## config.mk

```make
export PLATFORM = sky130hd
export DESIGN_NAME = rtc_alarm_match
export DESIGN_NICKNAME = d
export VERILOG_FILES = /design/src/rtl/rtc_alarm_pkg.sv /design/src/rtl/alarm_regfile.sv /design/src/rtl/alarm_compare.sv /design/src/rtl/alarm_irq.sv /design/src/rtl/rtc_alarm_match.sv
export SDC_FILE = /design/constraint.sdc
export NUM_CORES = 1
export LEC_CHECK = 0
export ABC_CLOCK_PERIOD_IN_PS = 1820
export BUFFER_PORTS_ARGS = -buffer_cell sky130_fd_sc_hd__buf_4
export CAP_MARGIN = 15
export CORE_UTILIZATION = 53
export CTS_BUF_LIST = sky130_fd_sc_hd__clkbuf_4
export DETAILED_ROUTE_END_ITERATION = 16
export PLACE_DENSITY = 0.85
export REMOVE_ABC_BUFFERS = 1
export SYNTH_ARGS = -nofsm -noshare
export SYNTH_HDL_FRONTEND = slang
export SYNTH_SLANG_ARGS = --single-unit
```

## constraint.sdc

```tcl
create_clock -name clk -period 1.82 [get_ports clk]
set_clock_uncertainty 0.15 [all_clocks]
set_input_delay 0.455 -clock clk [delete_from_list [all_inputs] [get_ports clk]]
set_output_delay 0.455 -clock clk [all_outputs]
set_load 0.02 [all_outputs]
```

## src/rtl/rtc_alarm_pkg.sv

```systemverilog
// Shared constants and types for the dual calendar alarm comparator.
// Assumes BCD time bytes whose bit 7 is unused by the time source.
package rtc_alarm_pkg;
    localparam int NUM_SETS   = 2;
    localparam int NUM_FIELDS = 6;
    localparam int BYTE_W     = 8;
    localparam int SET_W      = $clog2(NUM_SETS);
    localparam int FLD_W      = $clog2(NUM_FIELDS);
    localparam int ADDR_W     = SET_W + FLD_W;
    localparam int TIME_W     = NUM_FIELDS * BYTE_W;

    // Output-select code that routes alarms to the interrupt pin.
    localparam logic [1:0] FSEL_ALARM = 2'b00;

    typedef logic [BYTE_W-1:0]                 field_t;
    typedef logic [NUM_FIELDS-1:0][BYTE_W-1:0] field_set_t;
endpackage

```

## src/rtl/alarm_regfile.sv

```systemverilog
// Alarm byte storage: NUM_SETS sets of NUM_FIELDS bytes, written one byte
// at a time. Assumes the address packs the set index above the byte index.
// Writes to byte indices of NUM_FIELDS or more are dropped.
module alarm_regfile
    import rtc_alarm_pkg::*;
(
    input  logic                      clk,
    input  logic                      rst_n,
    input  logic                      wr,
    input  logic [ADDR_W-1:0]         addr,
    input  field_t                    wdata,
    output field_set_t [NUM_SETS-1:0] sets
);
    logic [SET_W-1:0] wr_set;
    logic [FLD_W-1:0] wr_fld;

    assign wr_set = addr[ADDR_W-1:FLD_W];
    assign wr_fld = addr[FLD_W-1:0];

    genvar s, f;
    generate
        for (s = 0; s < NUM_SETS; s++) begin : g_set
            for (f = 0; f < NUM_FIELDS; f++) begin : g_fld
                // Hold one alarm byte; clear it on reset, load it on a matching write.
                always_ff @(posedge clk) begin
                    if (!rst_n)
                        sets[s][f] <= '0;
                    else if (wr && (wr_set == SET_W'(s)) && (wr_fld == FLD_W'(f)))
                        sets[s][f] <= wdata;
                end
            end
        end
    endgenerate
endmodule

```

## src/rtl/alarm_compare.sv

```systemverilog
// Compares one alarm set with the current time. Bit 7 of each alarm byte
// enables that byte, and bits 6:0 are compared. A set with nothing enabled
// never matches. The result is qualified by the tick. Purely combinational.
module alarm_compare
    import rtc_alarm_pkg::*;
(
    input  logic       tick,
    input  field_set_t alarm,
    input  field_set_t now,
    output logic       hit
);
    logic [NUM_FIELDS-1:0] fld_en;
    logic [NUM_FIELDS-1:0] fld_ok;

    genvar f;
    generate
        for (f = 0; f < NUM_FIELDS; f++) begin : g_fld
            assign fld_en[f] = alarm[f][BYTE_W-1];
            assign fld_ok[f] = !fld_en[f] ||
                               (alarm[f][BYTE_W-2:0] == now[f][BYTE_W-2:0]);
        end
    endgenerate

    // A match needs a tick, at least one enabled byte and every enabled byte equal.
    always_comb hit = tick && (|fld_en) && (&fld_ok);
endmodule

```

## src/rtl/alarm_irq.sv

```systemverilog
// Status flags and interrupt shaping. Flags latch on any match and clear
// on a strobe; a match has priority over a clear in the same cycle.
// Level mode follows the enabled flags. Pulse mode gives a PULSE_LEN-cycle
// low pulse per enabled match. Assumes PULSE_LEN >= 1.
module alarm_irq
    import rtc_alarm_pkg::*;
#(
    parameter int PULSE_LEN = 4
) (
    input  logic                clk,
    input  logic                rst_n,
    input  logic [NUM_SETS-1:0] hit,
    input  logic [NUM_SETS-1:0] clr,
    input  logic [NUM_SETS-1:0] irq_en,
    input  logic                im,
    input  logic [1:0]          fsel,
    output logic [NUM_SETS-1:0] flag,
    output logic                irq_n
);
    localparam int CNT_W = $clog2(PULSE_LEN + 1);

    logic [CNT_W-1:0] pulse_cnt;
    logic             level_act;
    logic             pulse_act;

    // Latch match status per set until software clears it.
    always_ff @(posedge clk) begin
        if (!rst_n)
            flag <= '0;
        else
            flag <= (flag & ~clr) | hit;
    end

    // Reload the pulse timer on an enabled match in pulse mode, else count down.
    always_ff @(posedge clk) begin
        if (!rst_n)
            pulse_cnt <= '0;
        else if (im && |(hit & irq_en))
            pulse_cnt <= CNT_W'(PULSE_LEN);
        else if (pulse_cnt != '0)
            pulse_cnt <= pulse_cnt - 1'b1;
    end

    // Select the interrupt source by mode and gate it with the output select.
    always_comb begin
        level_act = |(flag & irq_en);
        pulse_act = (pulse_cnt != '0);
        irq_n     = !((fsel == FSEL_ALARM) && (im ? pulse_act : level_act));
    end
endmodule

```

## src/rtl/rtc_alarm_match.sv

```systemverilog
// Top level of the dual calendar alarm comparator. Stores two alarm sets,
// compares them with the time on each tick and drives the status flags
// and the active-low interrupt. Assumes the tick lasts one cycle per advance.
module rtc_alarm_match
    import rtc_alarm_pkg::*;
#(
    parameter int PULSE_LEN = 4
) (
    input  logic                clk,
    input  logic                rst_n,
    input  logic                tick,
    input  logic [TIME_W-1:0]   now_time,
    input  logic                reg_wr,
    input  logic [ADDR_W-1:0]   reg_addr,
    input  logic [BYTE_W-1:0]   reg_wdata,
    input  logic                ctl_al0e,
    input  logic                ctl_al1e,
    input  logic                ctl_im,
    input  logic [1:0]          ctl_fsel,
    input  logic [NUM_SETS-1:0] flag_clr,
    output logic [NUM_SETS-1:0] alarm_flag,
    output logic                irq_n
);
    field_set_t [NUM_SETS-1:0] alarm_sets;
    field_set_t                now_fields;
    logic [NUM_SETS-1:0]       set_hit;

    assign now_fields = now_time;

    alarm_regfile u_regs (
        .clk   (clk),
        .rst_n (rst_n),
        .wr    (reg_wr),
        .addr  (reg_addr),
        .wdata (reg_wdata),
        .sets  (alarm_sets)
    );

    genvar s;
    generate
        for (s = 0; s < NUM_SETS; s++) begin : g_cmp
            alarm_compare u_cmp (
                .tick  (tick),
                .alarm (alarm_sets[s]),
                .now   (now_fields),
                .hit   (set_hit[s])
            );
        end
    endgenerate

    alarm_irq #(.PULSE_LEN(PULSE_LEN)) u_irq (
        .clk    (clk),
        .rst_n  (rst_n),
        .hit    (set_hit),
        .clr    (flag_clr),
        .irq_en ({ctl_al1e, ctl_al0e}),
        .im     (ctl_im),
        .fsel   (ctl_fsel),
        .flag   (alarm_flag),
        .irq_n  (irq_n)
    );
endmodule

```

# Yosys cells after proc, flatten, opt, wreduce, memory -nomap -nowiden
# Index checks and enable logic that the tools add are counted.
# totals
output_inout_bits	3
ff_bits	101
# classes
mux	3
n_eq_ne	17
n_addsub	1
bitwise_logic	7
reduce_logical	56
# ops
operator	count
$eq A7 B7 Y1	12
$logic_and A1 B1 Y1	20
$logic_not A1 Y1	13
$logic_or A1 B1 Y1	12
$reduce_and A6 Y1	2
$reduce_or A6 Y1	2
$and A2 B2 Y2	3
$eq A3 B2 Y1 const B	2
$eq A3 B3 Y1 const B	2
$mux W3	2
$reduce_or A2 Y1	3
$eq A3 B1 Y1 const B	1
$logic_not A3 Y1	1
$reduce_bool A3 Y1	1
$sub A3 B1 Y3 const B	1
$logic_not A2 Y1	1
$not A1 Y1	2
$not A2 Y2	1
$or A2 B2 Y2	1
$reduce_bool A2 Y1	1
$mux W1	1

# Longest topological paths before layout
# depth
ltp_word	8
depth_mapped	7

# By module
# Synthesis repeated with hierarchy kept, for this count alone.
# unflattened
cells_unflattened	487
area_unflattened_um2	4778.3
# by_module_without_submodules
module	seq_area_each_um2	area_each_um2	cells_each	instances
alarm_regfile	1921.8	3519.6	341	1
alarm_compare	0.0	486.7	59	2
alarm_irq	100.1	285.3	28	1

# Least setup slack after synthesis
# OpenSTA, ideal clock, no wires.
# synth_timing
kind	input port to flip-flop
start	input port now_time[21]
end	register u_irq.pulse_cnt[1]
setup_ns	0.115
stages	6
setup_slack_ns	-0.073
arrival_ns	1.628
cell_sequence	xor2_1 o41ai_1 nand4_1 o32ai_2 a21oi_2 and2_1
# synth_between
elab_chain_len	8
elab_cells_between_ends	12
cone_classes	eq/ne: 2; bitwise: 1; reduce/logical: 9
# synth_lines
item	line	rtl
start: declaration	rtc_alarm_match.sv:12	input logic [TIME_W-1:0] now_time,
$eq A7 B7 Y1	alarm_compare.sv:20	(alarm[f][BYTE_W-2:0] == now[f][BYTE_W-2:0]);
$logic_or A1 B1 Y1	alarm_compare.sv:19	assign fld_ok[f] = !fld_en[f] ||
$reduce_and A6 Y1	alarm_compare.sv:25	always_comb hit = tick && (|fld_en) && (&fld_ok);
$logic_and A1 B1 Y1	alarm_compare.sv:25	
$and A2 B2 Y2 (*)	alarm_irq.sv:38	else if (im && |(hit & irq_en))
$reduce_or A2 Y1 (*)	alarm_irq.sv:38	
$logic_and A1 B1 Y1 (*)	alarm_irq.sv:38	
$reduce_or A2 Y1 (no source line) (*)	--	
end signal: assignment	alarm_irq.sv:39	pulse_cnt <= CNT_W'(PULSE_LEN);
end signal: assignment	alarm_irq.sv:41	pulse_cnt <= pulse_cnt - 1'b1;
end: declaration	alarm_irq.sv:22	logic [CNT_W-1:0] pulse_cnt;
# Every way passes the cells marked *; elsewhere a longest branch is shown, timed or not.
# A chain may end at the register's enable or synchronous reset.

# Final worst setup path
# layout_timing
start	register u_irq.pulse_cnt[0]
end	output port irq_n
# layout_between
elab_chain_len	4
# layout_lines
item	line	rtl
$reduce_bool A3 Y1	alarm_irq.sv:47	pulse_act = (pulse_cnt != '0);
$mux W1	alarm_irq.sv:48	irq_n = !((fsel == FSEL_ALARM) && (im ? pulse_act : level_act));
$logic_and A1 B1 Y1	alarm_irq.sv:48	
$logic_not A1 Y1	alarm_irq.sv:48	
end: declaration	rtc_alarm_match.sv:22	output logic irq_n
# No other way between the ends.

==> flow_metrics.env <==
export IMPL_status="finished, violations left"
export IMPL_violations="negative setup slack"
export IMPL_setup_worst_path_end_class="output port"
export IMPL_wl_met1_mm=5.35
export IMPL_die_area_um2=9330
export IMPL_period_minus_slack_ns=2.25
export IMPL_clkTransAtPathRegs_ns=0.15
export IMPL_yosysTopAreaCellShare_pct=42.6
export IMPL_required_ns=1.21
export IMPL_fp_dieW_um=96.6
export IMPL_syn_area_per_cell_um2=9.82
export IMPL_startpoint="u_irq.pulse_cnt[0]"
export IMPL_fillers=619
export IMPL_ys_top_cells_by_count="nor2_1 (103), dfxtp_1 (101), mux2i_1 (97)"
export IMPL_grt_pass1_vias=4069
export IMPL_max_freq_ghz=0.444
export IMPL_drive_above_1_share_pct=31.0
export IMPL_yosysWarnings=0
export IMPL_cts_tree="yes"
export IMPL_rsz0062_at_grt="yes"
export IMPL_ys_types=31
export IMPL_synth_area_leaders="dfxtp_1 (43%), mux2i_1 (20%), xnor2_1 (9.0%)"
export IMPL_finalWorstSetupSlack_ns=-0.434
export IMPL_crit_fanout=2
export IMPL_routedWlPerCell_um=17.0
export IMPL_drtIter0Drc=141
export IMPL_ys_seq_area_share_pct=42.6
export IMPL_fin_total_pwr_w=0.00433
export IMPL_async_flop_share_pct=0
export IMPL_syn_cell_area_um2=4740
export IMPL_wl_met2_mm=6.02
export IMPL_firstDrtPassIters=4
export IMPL_synth_area_leader_cell="dfxtp_1"
export IMPL_r2r_end="u_irq.pulse_cnt[1]"
export IMPL_hold_viol_final=0
export IMPL_globalRouteTotalUtil_pct=26.2
export IMPL_p_leak_nw=2.80
export IMPL_yosys_cell_count_top_type="nor2_1"
export IMPL_ios=74
export IMPL_cap_violations=0
export IMPL_period_share_pct=124
export IMPL_port_buffers=67
export IMPL_syn_to_final_growth_pct=29.8
export IMPL_viasPerCell=5.45
export IMPL_cts_root_buffer="clkbuf_4"
export IMPL_synthCells=483
export IMPL_wl_met3_um=348
export IMPL_dr_max_layer_used="met4"
export IMPL_cts_buffer_depth=2
export IMPL_antenna_cells=0
export IMPL_nets=663
export IMPL_gr_total_overflow=0
export IMPL_grt_pass1_wl_mm=19.6
export IMPL_endpoint="irq_n"
export IMPL_cts_sinks=101
export IMPL_std_cell_rows=34
export IMPL_vdd_ir_drop_worst_mv=0.395
export IMPL_setup_viol=6
export IMPL_rr_startpoint="u_regs.sets[19]"
export IMPL_worst_slew_pin_slew_ns=0.447
export IMPL_htreeDepth=3
export IMPL_detail_route_antenna_nets=0
export IMPL_die_h_um=96.6
export IMPL_antenna_found_initial=0
export IMPL_drc_errors=0
export IMPL_r2r_worst_path_cells=7
export IMPL_gp_congestion=0.892
export IMPL_vias=3828
export IMPL_ff2ff_setup_slack_ns=-0.30
export IMPL_grt_max_degree=65
export IMPL_dp_hpwl_mm=8.16
export IMPL_stdcell_count=702
export IMPL_wirelength_mm=12.0
export IMPL_clkLatencyLatePin_ns=0.45
export IMPL_fp_coreArea_um2=8680
export IMPL_maxSlewViolCount=0
export IMPL_p_per_area_nw_per_um2=702
export IMPL_synth_edff_count=0
export IMPL_ys_seq_elements=101
export IMPL_hp_class="primary input to register"
export IMPL_ys_flop_type="dfxtp_1"
export IMPL_cp_data_arrival_time_ns=1.65
export IMPL_dp_cells=683
export IMPL_setup_worst_path_class="register to output port"
export IMPL_cts_buffers=9
export IMPL_hp_start="flag_clr[0]"
export IMPL_initial_core_util_pct=54.7
export IMPL_slew_headroom_pct=69.8
export IMPL_cp_start_kind="register"
-- timing repair --
action                                  CTS  global route
endpoints found under the setup margin    6             6
pin swaps                                21            21
setup buffers                             4             0
hold buffers                              0             0
gates cloned                              0             0
resized for setup                        33            19
-- cell type report --
cell class                 count  area [um2]  share of cell area, %
multi-input combinational    355        2820                   45.7
sequential                   101        2040                   33.2
timing repair buffer         118        1020                   16.5
tap                          108         135                   2.19
clock buffer                  10        75.1                   1.22
clock inverter                 5        52.6                  0.853
inverter                       5        18.8                  0.305
-- kinds of logic (layout without fill, tap and decap cells) --
group	Yosys count	count (layout)	synth area share, %
adder cells (fa/ha/maj)	2	2	0.527
multiplexers	97	97	20.5
buffers and inverters	27	138	2.21
AND/OR/NAND/NOR	149	149	14.5
XOR/XNOR	85	85	15.7
flip-flops	101	101	42.6
AO/OA/AOI/OAI	22	22	3.96
-- metrics by stage --
step	hold WS, ns	setup WS [ns]	util [%]	area (um2)	setup TNS, ns
4_1_cts	0.120	-0.432	69.8	6060	-1.26
3_3_place_gp	0.344	-0.592	66.5	5770	-2.57
3_5_place_dp	0.356	-0.666	66.5	5770	-2.96
5_1_grt	0.154	-0.525	71.0	6160	-1.93
6_report	0.169	-0.434	71.0	6160	-1.47
2_1_floorplan	0.324	-0.123	-	4660	-0.235
-- cells in the final DEF (no fill, tap or decap), types with 4 or more instances in the layout --
master,instances
dfxtp_2,18
dfxtp_1,83
nand4_1,15
xor2_1,36
mux2i_1,97
xnor2_2,8
o41ai_2,6
nand3_1,4
buf_12,10
nand2b_1,4
nor2_1,102
nand2_1,8
o41ai_1,4
buf_4,106
clkbuf_4,10
xnor2_1,41
-- power breakdown --
group / switching [W] / internal (W) / total [W]
registers: 0.0000448 / 0.00227 / 0.00232
clock network: 0.000720 / 0.000419 / 0.00114
logic: 0.000411 / 0.000460 / 0.000871
total: 0.00118 / 0.00315 / 0.00433
-- worst max-delay path, cell delays in order (launching register included) --
cell      delay (ns)
dfxtp_2         0.36
inv_2           0.05
ha_4            0.15
nor2b_4         0.12
a2111o_1        0.37
buf_6           0.14
-- worst min-delay path by stage --
stage,end,slack [ns],depth (start not counted)
CTS,u_irq.pulse_cnt[2],0.12,3
floorplan,u_regs.sets[31],0.32,2
finish,u_irq.flag[0],0.17,4
global route,u_irq.flag[0],0.15,4
global placement,u_regs.sets[58],0.34,2
detailed placement,u_regs.sets[61],0.36,2
-- registers in the layout (all words and copies together) (netlist names) --
signal	count
u_irq.flag	2
u_irq.pulse_cnt	3
u_regs.sets	96
-- per-layer routing --
layer / up-vias / global-route usage [%]
li1: 1858 / -
met1: 1859 / 32.3
met2: 91 / 45.8
met3: 20 / 5.27
met5: - / 0
met4: 0 / 8.15
No activity file was read; power rests on OpenSTA's default activity.
